### src/rtl/tt_pkg.sv
package tt_pkg;

    localparam int unsigned DATA_W = 32;

    // Control register bit positions (software decodes these)
    localparam int unsigned BIT_EN   = 0;
    localparam int unsigned BIT_TIE  = 1;
    localparam int unsigned BIT_SRC  = 2;
    localparam int unsigned BIT_FLAG = 16;

    // Word indices of the registers (byte offset / 4)
    localparam logic [1:0] WI_CTRL   = 2'd0;
    localparam logic [1:0] WI_RELOAD = 2'd1;
    localparam logic [1:0] WI_CUR    = 2'd2;
    localparam logic [1:0] WI_CAL    = 2'd3;

    typedef enum logic [0:0] {
        ST_OFF = 1'b0,
        ST_RUN = 1'b1
    } tt_state_e;

    typedef enum logic [2:0] {
        RS_NONE,
        RS_CTRL,
        RS_RELOAD,
        RS_CUR,
        RS_CAL
    } tt_rsel_e;

    typedef struct packed {
        logic wr_ctrl;
        logic wr_reload;
        logic wr_cur;
        logic rd_ctrl;
    } tt_acc_t;

endpackage

### src/rtl/tt_decode.sv
module tt_decode
    import tt_pkg::*;
#(
    parameter int unsigned ADDR_W = 8
) (
    input  logic              bus_en,
    input  logic              bus_we,
    input  logic [ADDR_W-1:0] bus_addr,
    output tt_acc_t           acc,
    output tt_rsel_e          rsel
);

    localparam int unsigned HI_W = ADDR_W - 4;

    logic       in_map;
    logic [1:0] widx;
    logic       do_wr;
    logic       do_rd;

    assign widx   = bus_addr[3:2];
    assign in_map = (bus_addr[ADDR_W-1:4] == {HI_W{1'b0}}) &&
                    (bus_addr[1:0] == 2'b00);
    assign do_wr  = bus_en && bus_we && in_map;
    assign do_rd  = bus_en && !bus_we && in_map;

    always_comb begin
        acc           = '0;
        acc.wr_ctrl   = do_wr && (widx == WI_CTRL);
        acc.wr_reload = do_wr && (widx == WI_RELOAD);
        acc.wr_cur    = do_wr && (widx == WI_CUR);
        acc.rd_ctrl   = do_rd && (widx == WI_CTRL);
    end

    always_comb begin
        rsel = RS_NONE;
        if (do_rd) begin
            unique case (widx)
                WI_CTRL:   rsel = RS_CTRL;
                WI_RELOAD: rsel = RS_RELOAD;
                WI_CUR:    rsel = RS_CUR;
                WI_CAL:    rsel = RS_CAL;
            endcase
        end
    end

endmodule

### src/rtl/tt_reload_reg.sv
module tt_reload_reg #(
    parameter int unsigned CNT_W = 24
) (
    input  logic             clk,
    input  logic             rst_n,
    input  logic             wr,
    input  logic [CNT_W-1:0] wdata,
    output logic [CNT_W-1:0] value
);

    always_ff @(posedge clk) begin
        if (!rst_n) begin
            value <= '0;
        end else if (wr) begin
            value <= wdata;
        end
    end

endmodule

### src/rtl/tt_fsm.sv
module tt_fsm
    import tt_pkg::*;
#(
    parameter int unsigned CNT_W = 24
) (
    input  logic             clk,
    input  logic             rst_n,
    input  tt_acc_t          acc,
    input  logic [2:0]       ctrl_wdata,
    input  logic [CNT_W-1:0] reload,
    input  logic             ref_tick,
    output logic             run_en,
    output logic             tie,
    output logic             src,
    output logic             flag,
    output logic             step,
    output logic [CNT_W-1:0] cnt,
    output logic             irq
);

    tt_state_e        state, nxt_state;
    logic [CNT_W-1:0] nxt_cnt;
    logic             nxt_tie, nxt_src, nxt_flag;
    logic             load, expire;

    // Tick qualifier: core clock or external strobe
    assign step = src ? 1'b1 : ref_tick;

    // State register
    always_ff @(posedge clk) begin
        if (!rst_n) begin
            state <= ST_OFF;
        end else begin
            state <= nxt_state;
        end
    end

    // Next state and datapath decisions
    always_comb begin
        nxt_state = state;
        load      = 1'b0;
        expire    = 1'b0;
        nxt_cnt   = cnt;
        unique case (state)
            ST_OFF: begin
                if (acc.wr_ctrl && ctrl_wdata[BIT_EN]) begin
                    nxt_state = ST_RUN;            // START
                    load      = 1'b1;
                end
            end
            ST_RUN: begin
                if (acc.wr_ctrl) begin
                    if (!ctrl_wdata[BIT_EN]) begin
                        nxt_state = ST_OFF;        // STOP
                    end else if (ctrl_wdata[BIT_SRC] != src) begin
                        load = 1'b1;               // source change reload
                    end
                end else if (acc.wr_cur) begin
                    load = 1'b1;
                end else if (step) begin
                    if (cnt == '0) begin
                        expire = 1'b1;
                        if (reload == '0) begin
                            nxt_state = ST_OFF;    // HALT
                        end else begin
                            load = 1'b1;           // WRAP
                        end
                    end else begin
                        nxt_cnt = cnt - 1'b1;
                    end
                end
            end
        endcase
        if (load) begin
            nxt_cnt = reload;
        end
    end

    always_comb begin
        nxt_tie = acc.wr_ctrl ? ctrl_wdata[BIT_TIE] : tie;
        nxt_src = acc.wr_ctrl ? ctrl_wdata[BIT_SRC] : src;
        if (expire) begin
            nxt_flag = 1'b1;
        end else if (acc.rd_ctrl || acc.wr_cur) begin
            nxt_flag = 1'b0;
        end else begin
            nxt_flag = flag;
        end
    end

    // Output and datapath registers
    always_ff @(posedge clk) begin
        if (!rst_n) begin
            cnt  <= '0;
            tie  <= 1'b0;
            src  <= 1'b0;
            flag <= 1'b0;
            irq  <= 1'b0;
        end else begin
            cnt  <= nxt_cnt;
            tie  <= nxt_tie;
            src  <= nxt_src;
            flag <= nxt_flag;
            irq  <= expire && tie;
        end
    end

    assign run_en = (state == ST_RUN);

endmodule

### src/rtl/tick_timer.sv
module tick_timer
    import tt_pkg::*;
#(
    parameter int unsigned ADDR_W    = 8,
    parameter int unsigned CNT_W     = 24,
    parameter int unsigned CAL_VALUE = 10000
) (
    input  logic              clk,
    input  logic              rst_n,
    input  logic              ref_tick,
    input  logic              bus_en,
    input  logic              bus_we,
    input  logic [ADDR_W-1:0] bus_addr,
    input  logic [31:0]       bus_wdata,
    output logic [31:0]       bus_rdata,
    output logic              irq
);

    localparam logic [DATA_W-1:0] CAL_WORD = DATA_W'(CAL_VALUE);

    tt_acc_t          acc;
    tt_rsel_e         rsel;
    logic [CNT_W-1:0] reload_val;
    logic [CNT_W-1:0] cnt_val;
    logic             run_en, tie, src, cnt_flag, step;
    logic [31:0]      ctrl_word;
    logic [31:0]      reload_word;
    logic [31:0]      cur_word;

    tt_decode #(.ADDR_W(ADDR_W)) u_dec (
        .bus_en   (bus_en),
        .bus_we   (bus_we),
        .bus_addr (bus_addr),
        .acc      (acc),
        .rsel     (rsel)
    );

    tt_reload_reg #(.CNT_W(CNT_W)) u_rld (
        .clk   (clk),
        .rst_n (rst_n),
        .wr    (acc.wr_reload),
        .wdata (bus_wdata[CNT_W-1:0]),
        .value (reload_val)
    );

    tt_fsm #(.CNT_W(CNT_W)) u_fsm (
        .clk        (clk),
        .rst_n      (rst_n),
        .acc        (acc),
        .ctrl_wdata (bus_wdata[2:0]),
        .reload     (reload_val),
        .ref_tick   (ref_tick),
        .run_en     (run_en),
        .tie        (tie),
        .src        (src),
        .flag       (cnt_flag),
        .step       (step),
        .cnt        (cnt_val),
        .irq        (irq)
    );

    always_comb begin
        ctrl_word           = '0;
        ctrl_word[BIT_EN]   = run_en;
        ctrl_word[BIT_TIE]  = tie;
        ctrl_word[BIT_SRC]  = src;
        ctrl_word[BIT_FLAG] = cnt_flag;
    end

    generate
        if (CNT_W < DATA_W) begin : g_ext
            assign reload_word = {{(DATA_W-CNT_W){1'b0}}, reload_val};
            assign cur_word    = run_en ? {{(DATA_W-CNT_W){1'b0}}, cnt_val} : '0;
        end else begin : g_full
            assign reload_word = reload_val;
            assign cur_word    = run_en ? cnt_val : '0;
        end
    endgenerate

    always_comb begin
        unique case (rsel)
            RS_CTRL:   bus_rdata = ctrl_word;
            RS_RELOAD: bus_rdata = reload_word;
            RS_CUR:    bus_rdata = cur_word;
            RS_CAL:    bus_rdata = CAL_WORD;
            default:   bus_rdata = '0;
        endcase
    end

endmodule

### config.mk
export PLATFORM = sky130hd
export DESIGN_NAME = tick_timer
export DESIGN_NICKNAME = d
export VERILOG_FILES = /design/src/rtl/tt_pkg.sv /design/src/rtl/tt_decode.sv /design/src/rtl/tt_reload_reg.sv /design/src/rtl/tt_fsm.sv /design/src/rtl/tick_timer.sv
export SDC_FILE = /design/constraint.sdc
export NUM_CORES = 1
export LEC_CHECK = 0
export BUFFER_PORTS_ARGS = -buffer_cell sky130_fd_sc_hd__buf_4
export CELL_PAD_IN_SITES_DETAIL_PLACEMENT = 2
export CELL_PAD_IN_SITES_GLOBAL_PLACEMENT = 2
export CORE_MARGIN = 2
export CORE_UTILIZATION = 33
export DETAILED_ROUTE_END_ITERATION = 6
export GPL_TIMING_DRIVEN = 1
export PLACE_DENSITY_LB_ADDON = 0.15
export SLEW_MARGIN = 5
export SYNTH_ARGS = -nofsm -noshare
export SYNTH_HDL_FRONTEND = slang
export SYNTH_SLANG_ARGS = --single-unit
### constraint.sdc
create_clock -name clk -period 8 [get_ports clk]
set_clock_uncertainty 0.05 [all_clocks]
set_input_delay 1.2 -clock clk [delete_from_list [all_inputs] [get_ports clk]]
set_output_delay 1.2 -clock clk [all_outputs]
set_load 0.03 [all_outputs]
==> impl_metrics.env <==
export IMPL_pin_count=78
export IMPL_status="completed"
export IMPL_cp_arrival_ps=4190
export IMPL_comb_power_share_pct=7.7
export IMPL_detailed_place_hpwl_um=8556
export IMPL_cts_tree="built"
export IMPL_pre_cts_ws_ps=2531
export IMPL_power_mw=0.4602
export IMPL_ant_nets=0
export IMPL_crit_type="in -> out"
export IMPL_synth_distinct_cells=55
export IMPL_rsz0062_at_grt="false"
export IMPL_p_per_area_mw_per_mm2=117.5
export IMPL_final_cell_area_mm2=0.003918
export IMPL_row_count=36
export IMPL_fmax_mhz=183.7
export IMPL_cts_buffer_depth=2
export IMPL_die_w_um=104.9
export IMPL_clk_pin_slew_ps=90
export IMPL_crit_top_cell="buf_4"
export IMPL_core_area_mm2=0.009819
export IMPL_period_share_pct=68.05
export IMPL_p_sw_mw=0.1103
export IMPL_grt_max_degree=56
export IMPL_pwr_share_seq_pct=57.3
export IMPL_drv_slew=0
export IMPL_worstMarginPinSlew_ps=1094
export IMPL_num_vias=3511
export IMPL_busiest_layer="met2"
export IMPL_synth_seq_cells=53
export IMPL_wirelength_um=11800
export IMPL_yosysWarnings=0
export IMPL_worstSetupStartpointType="primary input"
export IMPL_critPathCaptureType="output pin"
export IMPL_mostFrequentLayoutCells="nand2_1, buf_4, dfxtp_1"
export IMPL_firstDrtPassIters=4
export IMPL_area_growth_pct=16.65
export IMPL_slowest_delay_ps=880
export IMPL_hold_class="reg -> reg"
export IMPL_start_util_pct=34.20
export IMPL_setup_tns_ps=0
export IMPL_cts_root_buf="clkbuf_8"
export IMPL_synth_top_cell_by_area="dfxtp_1"
export IMPL_syn_area_per_cell_um2=7.479
export IMPL_placed_cell_area_mm2=0.003831
export IMPL_setup_viol=0
export IMPL_grt_pass1_vias=3635
export IMPL_syn_inst=449
export IMPL_internal_power_mw=0.3499
export IMPL_drv_cap=0
export IMPL_hold_viol_final=0
export IMPL_num_fill_cells=1197
export IMPL_grt_antenna_before_repair=0
export IMPL_grt_use_met1_pct=28.44
export IMPL_drive_above_1_share_pct=15.78
export IMPL_p_clk_share_pct=35.0
export IMPL_dieArea_mm2=0.01100
export IMPL_drtIter0Drc=124
export IMPL_synthArstFlopShare_pct=0
export IMPL_worst_path_buf_inv=3
export IMPL_fp_dieH_um=104.9
export IMPL_critPathMaxFanout=23
export IMPL_leakage_nw=1.624
export IMPL_max_slew_margin_pct=26.40
export IMPL_crit_path_top_delay_cell="and3_1"
export IMPL_vdd_drop_max_mv=0.05028
export IMPL_swShare_pct=23.97
export IMPL_htreeDepth=2
export IMPL_synth_flop_cell="dfxtp_1"
export IMPL_drt_drc_violations_left=0
export IMPL_cp_cell_sequence="buf_4 -> nor4_1 -> nand4b_1 -> nor3_1 -> and3_1 -> a222oi_1 -> inv_1 -> buf_4"
export IMPL_track_usage_pct=21.87
export IMPL_cts_resized=0
export IMPL_netlist_area_mm2=0.003358
export IMPL_finalCriticalPeriod_ps=5444
export IMPL_synth_top_area_share_pct=31.59
export IMPL_cts_buffers=5
export IMPL_wire_per_inst_um=19.00
export IMPL_place_gp_congestion=0.8073
export IMPL_postCtsHoldBufs=0
export IMPL_worst_slack_ps=2556
export IMPL_postCtsSetupBuffers=0
export IMPL_gr_total_overflow=0
export IMPL_grt_first_pass_wirelength_um=19420
export IMPL_synth_edff_count=0
export IMPL_nNetsFinal=540
export IMPL_port_buffers=61
export IMPL_diodes=0
export IMPL_viasPerCell=5.654
export IMPL_grtUsageMet3_pct=2.932
export IMPL_use_met2_pct=38.59
export IMPL_required_ps=6750
export IMPL_clk_insertion_delay_late_ps=320
export IMPL_cts_sinks=53
export IMPL_seq_area_frac_synth_pct=31.59
export IMPL_path_delay_family="simple AND/OR/NAND/NOR gates"
export IMPL_layout_commonest_cell="nand2_1"
export IMPL_yosys_top_cells_area="dfxtp_1, nand2_1, a21boi_0"
==> final timing paths <==
kind	slack, ps	end	cells after the start	from
max	2560	bus_rdata[16]	8	bus_addr[7]
min	440	u_fsm.flag$_SDFFE_PN0P_	2	u_fsm.flag$_SDFFE_PN0P_
max reg2reg	4330	u_fsm.cnt[4]$_SDFFE_PN0P_	7	u_fsm.cnt[8]$_SDFFE_PN0P_
min reg2reg	440	u_fsm.flag$_SDFFE_PN0P_	2	u_fsm.flag$_SDFFE_PN0P_
==> registers in the layout, summed over array words and instances (netlist names) <==
register and flops:
u_fsm.irq 1, u_fsm.cnt 24, u_rld.value 24, u_fsm.src 1, u_fsm.run_en 1, u_fsm.flag 1, u_fsm.tie 1
==> synthesized netlist by cell type, types with 3 or more instances <==
cell	n
a222oi_1	3
buf_2	5
nor3_1	14
o21ai_0	4
a221o_1	5
clkbuf_1	21
nor4_1	18
a21boi_1	15
buf_4	10
a22o_1	15
nand4_1	3
a21boi_0	28
nand3_1	16
nor2_1	34
dfxtp_1	53
or4_1	5
a21o_1	16
o21ai_1	19
nand2_1	86
a21oi_1	14
o22ai_1	3
ha_1	7
o311ai_0	3
inv_1	10
==> power by group through the flow <==
stage | clock (mW) | combinational, mW | sequential (mW)
after floorplan | 0 | 0.0204 | 0.270
after global placement | 0 | 0.0345 | 0.270
after global routing | 0.175 | 0.0387 | 0.264
after CTS | 0.167 | 0.0357 | 0.264
final | 0.161 | 0.0353 | 0.264
after detailed placement | 0 | 0.0355 | 0.270
==> metal layers <==
layer | share of wire [%] | up-vias
li1 | - | 1685
met1 | 46 | 1737
met2 | 49 | 78
met3 | 4.0 | 11
met4 | 1.1 | 0
met5 | 0 | -
==> cell families after synthesis <==
kind of cell	after synthesis	share of synthesized area, %
other cells	1	0.1117
compound gates	140	30.22
xor+xnor	1	0.2609
simple gates	198	27.98
buf+inv	49	7.228
flops	53	31.59
fa+ha+maj	7	2.608
==> area by class of cell <==
type	instances	area [µm²]	share of cell area, %
sequential	53	1061	27.08
tap	133	166.4	4.248
timing repair buffer	64	480.5	12.26
inverter	10	37.54	0.9582
clock buffer	7	86.33	2.204
multi-input combinational	354	2086	53.24
==> per-stage QoR <==
step	hold WS, ps	utilization (%)	std cells
2_1_floorplan	390.6	-	456
3_3_place_gp	426.1	39.02	614
3_5_place_dp	430.7	39.02	614
4_1_cts	442.1	39.90	621
5_1_grt	485.6	39.90	621
6_report	439.7	39.90	621
==> worst min-delay path, cell delays in order, from the launching register on <==
cell and delay, ps:
dfxtp_1 320, o21ai_0 70, a21oi_1 60
Power figures use the tool's default switching activity.
